--- config.mk ---
export PLATFORM = sky130hd
export DESIGN_NAME = xbar_top
export DESIGN_NICKNAME = d
export VERILOG_FILES = /design/src/rtl/xbar_pkg.sv /design/src/rtl/xbar_decode.sv /design/src/rtl/xbar_port_arb.sv /design/src/rtl/xbar_slave_mux.sv /design/src/rtl/xbar_top.sv
export SDC_FILE = /design/constraint.sdc
export NUM_CORES = 1
export LEC_CHECK = 0
export CORE_AREA = 2 2 276 278
export DETAILED_ROUTE_END_ITERATION = 10
export DIE_AREA = 0 0 278 280
export SYNTH_ARGS = -nofsm -noshare
export SYNTH_HDL_FRONTEND = slang
export SYNTH_SLANG_ARGS = --single-unit
--- constraint.sdc ---
create_clock -name clk -period 4.7 [get_ports clk]
set_clock_uncertainty 0.05 [all_clocks]
set_input_delay 0.705 -clock clk [delete_from_list [all_inputs] [get_ports clk]]
set_output_delay 0.705 -clock clk [all_outputs]
set_load 0.05 [all_outputs]
--- src/rtl/xbar_pkg.sv ---
package xbar_pkg;

    localparam int XB_AW     = 32;
    localparam int XB_SLAVES = 3;

    typedef enum logic [1:0] {
        SL_FLASH  = 2'd0,
        SL_SRAM   = 2'd1,
        SL_PERIPH = 2'd2
    } slave_e;

    typedef struct packed {
        logic   hit;
        slave_e dst;
    } route_t;

    function automatic route_t decode_addr(input logic [XB_AW-1:0] a);
        route_t r;
        r.hit = 1'b0;
        r.dst = SL_FLASH;
        if (a[31:24] == 8'h00) begin
            r.hit = 1'b1;
            r.dst = SL_FLASH;
        end else if (a[31:16] == 16'h4000) begin
            r.hit = 1'b1;
            r.dst = SL_SRAM;
        end else if (a[31:30] == 2'b11) begin
            r.hit = 1'b1;
            r.dst = SL_PERIPH;
        end
        return r;
    endfunction

endpackage

--- src/rtl/xbar_decode.sv ---
module xbar_decode
    import xbar_pkg::*;
(
    input  logic [XB_AW-1:0] addr,
    output route_t           route
);
    always_comb route = decode_addr(addr);
endmodule

--- src/rtl/xbar_port_arb.sv ---
module xbar_port_arb #(
    parameter int NM = 4,
    localparam int IW = (NM > 1) ? $clog2(NM) : 1
) (
    input  logic          clk,
    input  logic          rst,
    input  logic [NM-1:0] req,
    input  logic [NM-1:0] hipri,
    input  logic [NM-1:0] done,
    output logic [NM-1:0] gnt,
    output logic          gnt_vld,
    output logic [IW-1:0] gnt_id
);
    logic          busy_q;
    logic [IW-1:0] owner_q;
    logic [IW-1:0] ptr_q;

    logic [NM-1:0] cand;
    logic          found;
    logic [IW-1:0] win;

    // candidate set: elevated requesters first, otherwise all requesters
    always_comb begin
        cand  = (|(req & hipri)) ? (req & hipri) : req;
        found = 1'b0;
        win   = '0;
        for (int i = 1; i <= NM; i++) begin
            if (!found && cand[(int'(ptr_q) + i) % NM]) begin
                found = 1'b1;
                win   = IW'((int'(ptr_q) + i) % NM);
            end
        end
    end

    always_comb begin
        gnt_vld = busy_q | found;
        gnt_id  = busy_q ? owner_q : win;
        gnt     = gnt_vld ? (NM'(1) << gnt_id) : '0;
    end

    always_ff @(posedge clk) begin
        if (rst) begin
            busy_q  <= 1'b0;
            owner_q <= '0;
            ptr_q   <= IW'(NM - 1);
        end else if (busy_q) begin
            if (done[owner_q]) busy_q <= 1'b0;
        end else if (found) begin
            ptr_q <= win;
            if (!done[win]) begin
                busy_q  <= 1'b1;
                owner_q <= win;
            end
        end
    end
endmodule

--- src/rtl/xbar_slave_mux.sv ---
module xbar_slave_mux #(
    parameter int NM = 4,
    parameter int AW = 32,
    parameter int DW = 32,
    localparam int IW = (NM > 1) ? $clog2(NM) : 1
) (
    input  logic           gnt_vld,
    input  logic [IW-1:0]  gnt_id,
    input  logic [NM*AW-1:0] m_addr,
    input  logic [NM-1:0]  m_wr,
    input  logic [NM*DW-1:0] m_wdata,
    output logic           sel,
    output logic           wr,
    output logic [AW-1:0]  addr,
    output logic [DW-1:0]  wdata
);
    always_comb begin
        sel   = gnt_vld;
        wr    = gnt_vld ? m_wr[gnt_id] : 1'b0;
        addr  = gnt_vld ? m_addr[gnt_id*AW +: AW] : '0;
        wdata = gnt_vld ? m_wdata[gnt_id*DW +: DW] : '0;
    end
endmodule

--- src/rtl/xbar_top.sv ---
module xbar_top
    import xbar_pkg::*;
#(
    parameter int NM = 4,
    parameter int DW = 32,
    localparam int NS = XB_SLAVES,
    localparam int AW = XB_AW,
    localparam int IW = (NM > 1) ? $clog2(NM) : 1
) (
    input  logic             clk,
    input  logic             rst,
    input  logic [NM-1:0]    m_req,
    input  logic [NM-1:0]    m_hipri,
    input  logic [NM-1:0]    m_wr,
    input  logic [NM-1:0]    m_done,
    input  logic [NM*AW-1:0] m_addr,
    input  logic [NM*DW-1:0] m_wdata,
    output logic [NM-1:0]    m_stall,
    output logic [NM-1:0]    m_ready,
    output logic [NM*DW-1:0] m_rdata,
    output logic [NS-1:0]    s_sel,
    output logic [NS-1:0]    s_wr,
    output logic [NS*AW-1:0] s_addr,
    output logic [NS*DW-1:0] s_wdata,
    input  logic [NS-1:0]    s_ready,
    input  logic [NS*DW-1:0] s_rdata
);
    route_t        route [NM];
    logic [NM-1:0] sreq  [NS];
    logic [NM-1:0] gnt_v [NS];
    logic          gvld  [NS];
    logic [IW-1:0] gid   [NS];
    logic [NS*NM-1:0] gnt_flat;

    for (genvar m = 0; m < NM; m++) begin : g_dec
        xbar_decode i_dec (
            .addr  (m_addr[m*AW +: AW]),
            .route (route[m])
        );
    end

    always_comb begin
        for (int s = 0; s < NS; s++) begin
            for (int m = 0; m < NM; m++) begin
                sreq[s][m] = m_req[m] & route[m].hit & (int'(route[m].dst) == s);
            end
        end
    end

    for (genvar s = 0; s < NS; s++) begin : g_slv
        xbar_port_arb #(.NM(NM)) i_arb (
            .clk     (clk),
            .rst     (rst),
            .req     (sreq[s]),
            .hipri   (m_hipri),
            .done    (m_done),
            .gnt     (gnt_v[s]),
            .gnt_vld (gvld[s]),
            .gnt_id  (gid[s])
        );
        xbar_slave_mux #(.NM(NM), .AW(AW), .DW(DW)) i_mux (
            .gnt_vld (gvld[s]),
            .gnt_id  (gid[s]),
            .m_addr  (m_addr),
            .m_wr    (m_wr),
            .m_wdata (m_wdata),
            .sel     (s_sel[s]),
            .wr      (s_wr[s]),
            .addr    (s_addr[s*AW +: AW]),
            .wdata   (s_wdata[s*DW +: DW])
        );
        assign gnt_flat[s*NM +: NM] = gnt_v[s];
    end

    // return path: each master sees the slave it owns
    always_comb begin
        for (int m = 0; m < NM; m++) begin
            logic          owns;
            logic          rdy;
            logic [DW-1:0] rd;
            owns = 1'b0;
            rdy  = 1'b0;
            rd   = '0;
            for (int s = 0; s < NS; s++) begin
                if (gnt_v[s][m] && route[m].hit && int'(route[m].dst) == s) begin
                    owns = 1'b1;
                    rdy  = s_ready[s];
                    rd   = s_rdata[s*DW +: DW];
                end
            end
            m_stall[m]           = m_req[m] & route[m].hit & ~owns;
            m_ready[m]           = m_req[m] & (route[m].hit ? (owns & rdy) : 1'b1);
            m_rdata[m*DW +: DW]  = (m_req[m] && route[m].hit && owns) ? rd : '0;
        end
    end
endmodule

==> load_flow_metrics.sql <==
INSERT INTO impl_metrics (metric_group, metric, value, unit) VALUES
('run_status', 'result_of_the_run', 'finished, violations left', ''),
('placed_design', 'gpl.final_weighted_congestion', '0.9702', ''),
('die', 'start_util', '0.1559', ''),
('timing', 'hold-worst-slack', '498.0', 'ps'),
('cells_and_area', 'layout_common_cells', 'sky130_fd_sc_hd__buf_4 (358), sky130_fd_sc_hd__nand2_1 (352), sky130_fd_sc_hd__buf_12 (328)', ''),
('timing', 'setup_violations', '298', ''),
('timing', 'period_share', '1.092', ''),
('cells_and_area', 'post_route_cells_drive_above_1_share', '0.5875', ''),
('power', 'cellPowerDensity', '150.8', 'mW/mm^2'),
('synth', 'ys_seq_area_frac', '0.02562', ''),
('grt', 'globalRoute.totalOverflow', '0', ''),
('setup_path', 'worst-path-max-fanout', '8', ''),
('setup_path', 'criticalPathCategory', 'in -> out', ''),
('power', 'combPwrFrac', '0.936', ''),
('timing', 'grt_setup_unrepaired', 'yes', ''),
('setup_path', 'cp-start-kind', 'primary input', ''),
('placed_design', 'post-dp-hpwl', '73810', 'um'),
('run_status', 'failed_checks', 'negative setup slack', ''),
('die', 'die_height', '280', 'um'),
('clock_network', 'clock_sinks', '15', ''),
('synth', 'post_synth_num_cell_types', '79', ''),
('power', 'power.switching', '2739', 'uW'),
('synth', 'ys.warnings.count', '0', ''),
('drt', 'drt_iter0_drc', '1927', ''),
('clock_network', 'cts_tree', 'built', ''),
('power', 'power_report.internal_total', '2481', 'uW'),
('cells_and_area', 'nNetsFinal', '3266', ''),
('grt', 'maximum_number_of_pins_on_one_net_before_global_route_repair', '67', ''),
('power', 'power.ir.vdd_worst', '169.1', 'uV'),
('synth', 'postSynthNetCount', '2144', ''),
('grt', 'grt_use_total', '0.2303', ''),
('drt', 'remaining_drc_errors', '0', ''),
('synth', 'top_cell_type_by_total_area_after_synthesis', 'sky130_fd_sc_hd__mux4_2', ''),
('cells_and_area', 'area_growth_syn_to_layout', '195.4', '%'),
('grt', 'first_global_vias', '19880', ''),
('setup_path', 'crit_required', '3940', 'ps'),
('run', 'cap_viol_max_count', '0', ''),
('die', 'fp.dieArea', '0.07784', 'sq mm'),
('clock_network', 'root_buffer', 'sky130_fd_sc_hd__clkbuf_16', ''),
('clock_network', 'number_of_buffers_created_by_cts', '3', ''),
('placed_design', 'numPortBuffers', '706', ''),
('timing', 'hold_viol', '0', ''),
('cells_and_area', 'final_common_cell', 'sky130_fd_sc_hd__buf_4', ''),
('synth', 'postSynthCellCount', '1771', ''),
('timing', 'worst-slew-pin-transition', '936.1', 'ps'),
('drt', 'number_of_iterations_in_the_first_detailed_routing_pass', '6', ''),
('drt', 'via_count', '21550', ''),
('grt', 'grt_first_pass_wirelength', '137200', 'um'),
('die', 'ios', '707', ''),
('timing', 'relative_slew_slack', '0.3760', ''),
('drt', 'ant_nets', '0', ''),
('drt', 'wire_per_inst', '28.46', 'um'),
('clock_network', 'cts_hold_repair.buffers', '0', ''),
('min_path', 'hold_path.class', 'reg -> reg', ''),
('power', 'leakage_power_total', '0.01192', 'uW'),
('power', 'p_total', '5220', 'uW'),
('clock_network', 'path_clk_slew', '60', 'ps'),
('grt', 'grt_antenna_before_repair', '9', ''),
('timing', 'pins_over_slew_limit', '0', ''),
('timing', 'final_critical_path_setup_slack', '-433.9', 'ps'),
('synth', 'netlist_top_cells_area', 'sky130_fd_sc_hd__mux4_2 (13%), sky130_fd_sc_hd__nand2_1 (12%), sky130_fd_sc_hd__a211oi_1 (8.8%), sky130_fd_sc_hd__nand3_1 (7.5%), sky130_fd_sc_hd__mux2i_1 (6.2%)', ''),
('placed_design', 'area_after_dpl', '0.02713', 'sq mm'),
('clock_network', 'htree_levels', '1', ''),
('die', 'core', '0.07519', 'sq mm'),
('timing', 'maxClockFrequency', '0.1948', 'GHz'),
('placed_design', 'placement.setup.worst_slack', '-1148', 'ps'),
('die', 'rows', '101', ''),
('synth', 'synth_flop_cell', 'sky130_fd_sc_hd__dfxtp_1', ''),
('synth', 'ys_ff_latch', '15', ''),
('drt', 'drt-total-wl', '110400', 'um'),
('synth', 'number_of_enable_flip_flop_cells_after_synthesis', '0', '');
==> final cells by class <==
class | instances | area [sq um]
Fill cell | 6756 | 40570
Timing Repair Buffer | 1324 | 16940
Multi-Input combinational cell | 1531 | 15980
Tap cell | 978 | 1224
Sequential cell | 15 | 300.3
Clock buffer | 3 | 75.07
Inverter | 18 | 67.56
Antenna cell | 8 | 20.02
Clock inverter | 1 | 7.507
==> routing by layer <==
| metal | up-vias | track usage | share of wire | wire length [um] |
|---|---|---|---|---|
| met4 | 2 | 0.07789 | 0.062 | 6834 |
| met3 | 361 | 0.03431 | 0.082 | 9042 |
| met5 | - | 0 | 0.00010 | 11 |
| li1 | 9017 | - | - | - |
| met2 | 1445 | 0.4051 | 0.48 | 52520 |
| met1 | 10720 | 0.2862 | 0.38 | 41950 |
==> synth_stat cells, types with 6 or more instances <==
cell type / number
sky130_fd_sc_hd__a211oi_1: 137
sky130_fd_sc_hd__a211oi_2: 35
sky130_fd_sc_hd__a21o_1: 6
sky130_fd_sc_hd__a21oi_1: 30
sky130_fd_sc_hd__a22oi_1: 73
sky130_fd_sc_hd__a31oi_1: 32
sky130_fd_sc_hd__a32oi_1: 32
sky130_fd_sc_hd__and2_1: 68
sky130_fd_sc_hd__and3_1: 71
sky130_fd_sc_hd__buf_1: 12
sky130_fd_sc_hd__buf_2: 39
sky130_fd_sc_hd__buf_4: 19
sky130_fd_sc_hd__clkbuf_1: 135
sky130_fd_sc_hd__dfxtp_1: 15
sky130_fd_sc_hd__inv_1: 17
sky130_fd_sc_hd__mux2i_1: 73
sky130_fd_sc_hd__mux4_2: 68
sky130_fd_sc_hd__nand2_1: 370
sky130_fd_sc_hd__nand2b_1: 11
sky130_fd_sc_hd__nand3_1: 175
sky130_fd_sc_hd__nand4_1: 48
sky130_fd_sc_hd__nor2_1: 75
sky130_fd_sc_hd__nor3_1: 22
sky130_fd_sc_hd__nor4_1: 10
sky130_fd_sc_hd__o21ai_0: 11
sky130_fd_sc_hd__o22ai_1: 67
sky130_fd_sc_hd__o31ai_1: 6
sky130_fd_sc_hd__or3_1: 9
sky130_fd_sc_hd__or4_1: 10
==> worst max-delay path, stage by stage <==
cell and delay [ps]:
sky130_fd_sc_hd__dlygate4sd2_1 280, sky130_fd_sc_hd__nor3_2 160, sky130_fd_sc_hd__nand4_1 170, sky130_fd_sc_hd__buf_6 170, sky130_fd_sc_hd__or3_4 330, sky130_fd_sc_hd__a221o_1 330, sky130_fd_sc_hd__buf_4 160, sky130_fd_sc_hd__o211a_4 220
sky130_fd_sc_hd__a2111o_1 380, sky130_fd_sc_hd__buf_6 140, sky130_fd_sc_hd__o21ai_4 250, sky130_fd_sc_hd__buf_6 150, sky130_fd_sc_hd__nor3_4 40, sky130_fd_sc_hd__buf_6 140, sky130_fd_sc_hd__clkbuf_16 200, sky130_fd_sc_hd__a32oi_4 260
sky130_fd_sc_hd__a211oi_4 120, sky130_fd_sc_hd__buf_12 170
==> power groups by stage <==
stage | combinational [uW] | clock (uW) | sequential, uW
floorplan | 1940 | 0 | 143
global placement | 3590 | 0 | 157
detailed placement | 3590 | 0 | 157
CTS | 3740 | 184 | 155
global route | 5040 | 190 | 159
finish | 4890 | 179 | 156
==> state kept, by name (all words and copies together), names as in the netlist <==
| register | count |
|---|---|
| g_slv.i_arb.owner_q | 6 |
| g_slv.i_arb.ptr_q | 6 |
| g_slv.i_arb.busy_q | 3 |
==> through the flow <==
step                cells  setup TNS, ps
global route         3877         -98940
detailed placement   3647        -250560
finish               3878         -78720
CTS                  3702         -94460
floorplan            1771         -28270
global placement     3647        -263990
==> what timing repair did <==
action	4_1_cts	5_1_grt
resized for setup	324	858
setup buffers	44	137
pin swaps	102	225
endpoints found under the setup margin	333	332
cloned	8	49
endpoints found under the hold margin	0	0
==> final timing paths <==
kind	startpoint	end	slack, ps	depth (start not counted)
min	g_slv[1].i_arb.owner_q[1]$_SDFFE_PP0P_	g_slv[1].i_arb.owner_q[1]$_SDFFE_PP0P_	500	2
max reg2reg	g_slv[1].i_arb.ptr_q[1]$_SDFFE_PP1P_	g_slv[1].i_arb.owner_q[0]$_SDFFE_PP0P_	1530	12
max	m_addr[81]	m_rdata[50]	-430	18
min reg2reg	g_slv[1].i_arb.owner_q[1]$_SDFFE_PP0P_	g_slv[1].i_arb.owner_q[1]$_SDFFE_PP0P_	500	2
==> cell families after synthesis <==
| family | after synthesis | synth area share |
|---|---|---|
| and+or+nand+nor | 894 | 0.3694 |
| buffers and inverters | 225 | 0.08359 |
| muxes | 145 | 0.1969 |
| DFF | 15 | 0.02562 |
| AOI/OAI and AO/OA | 492 | 0.3245 |
(Power assumes the default switching activity.)
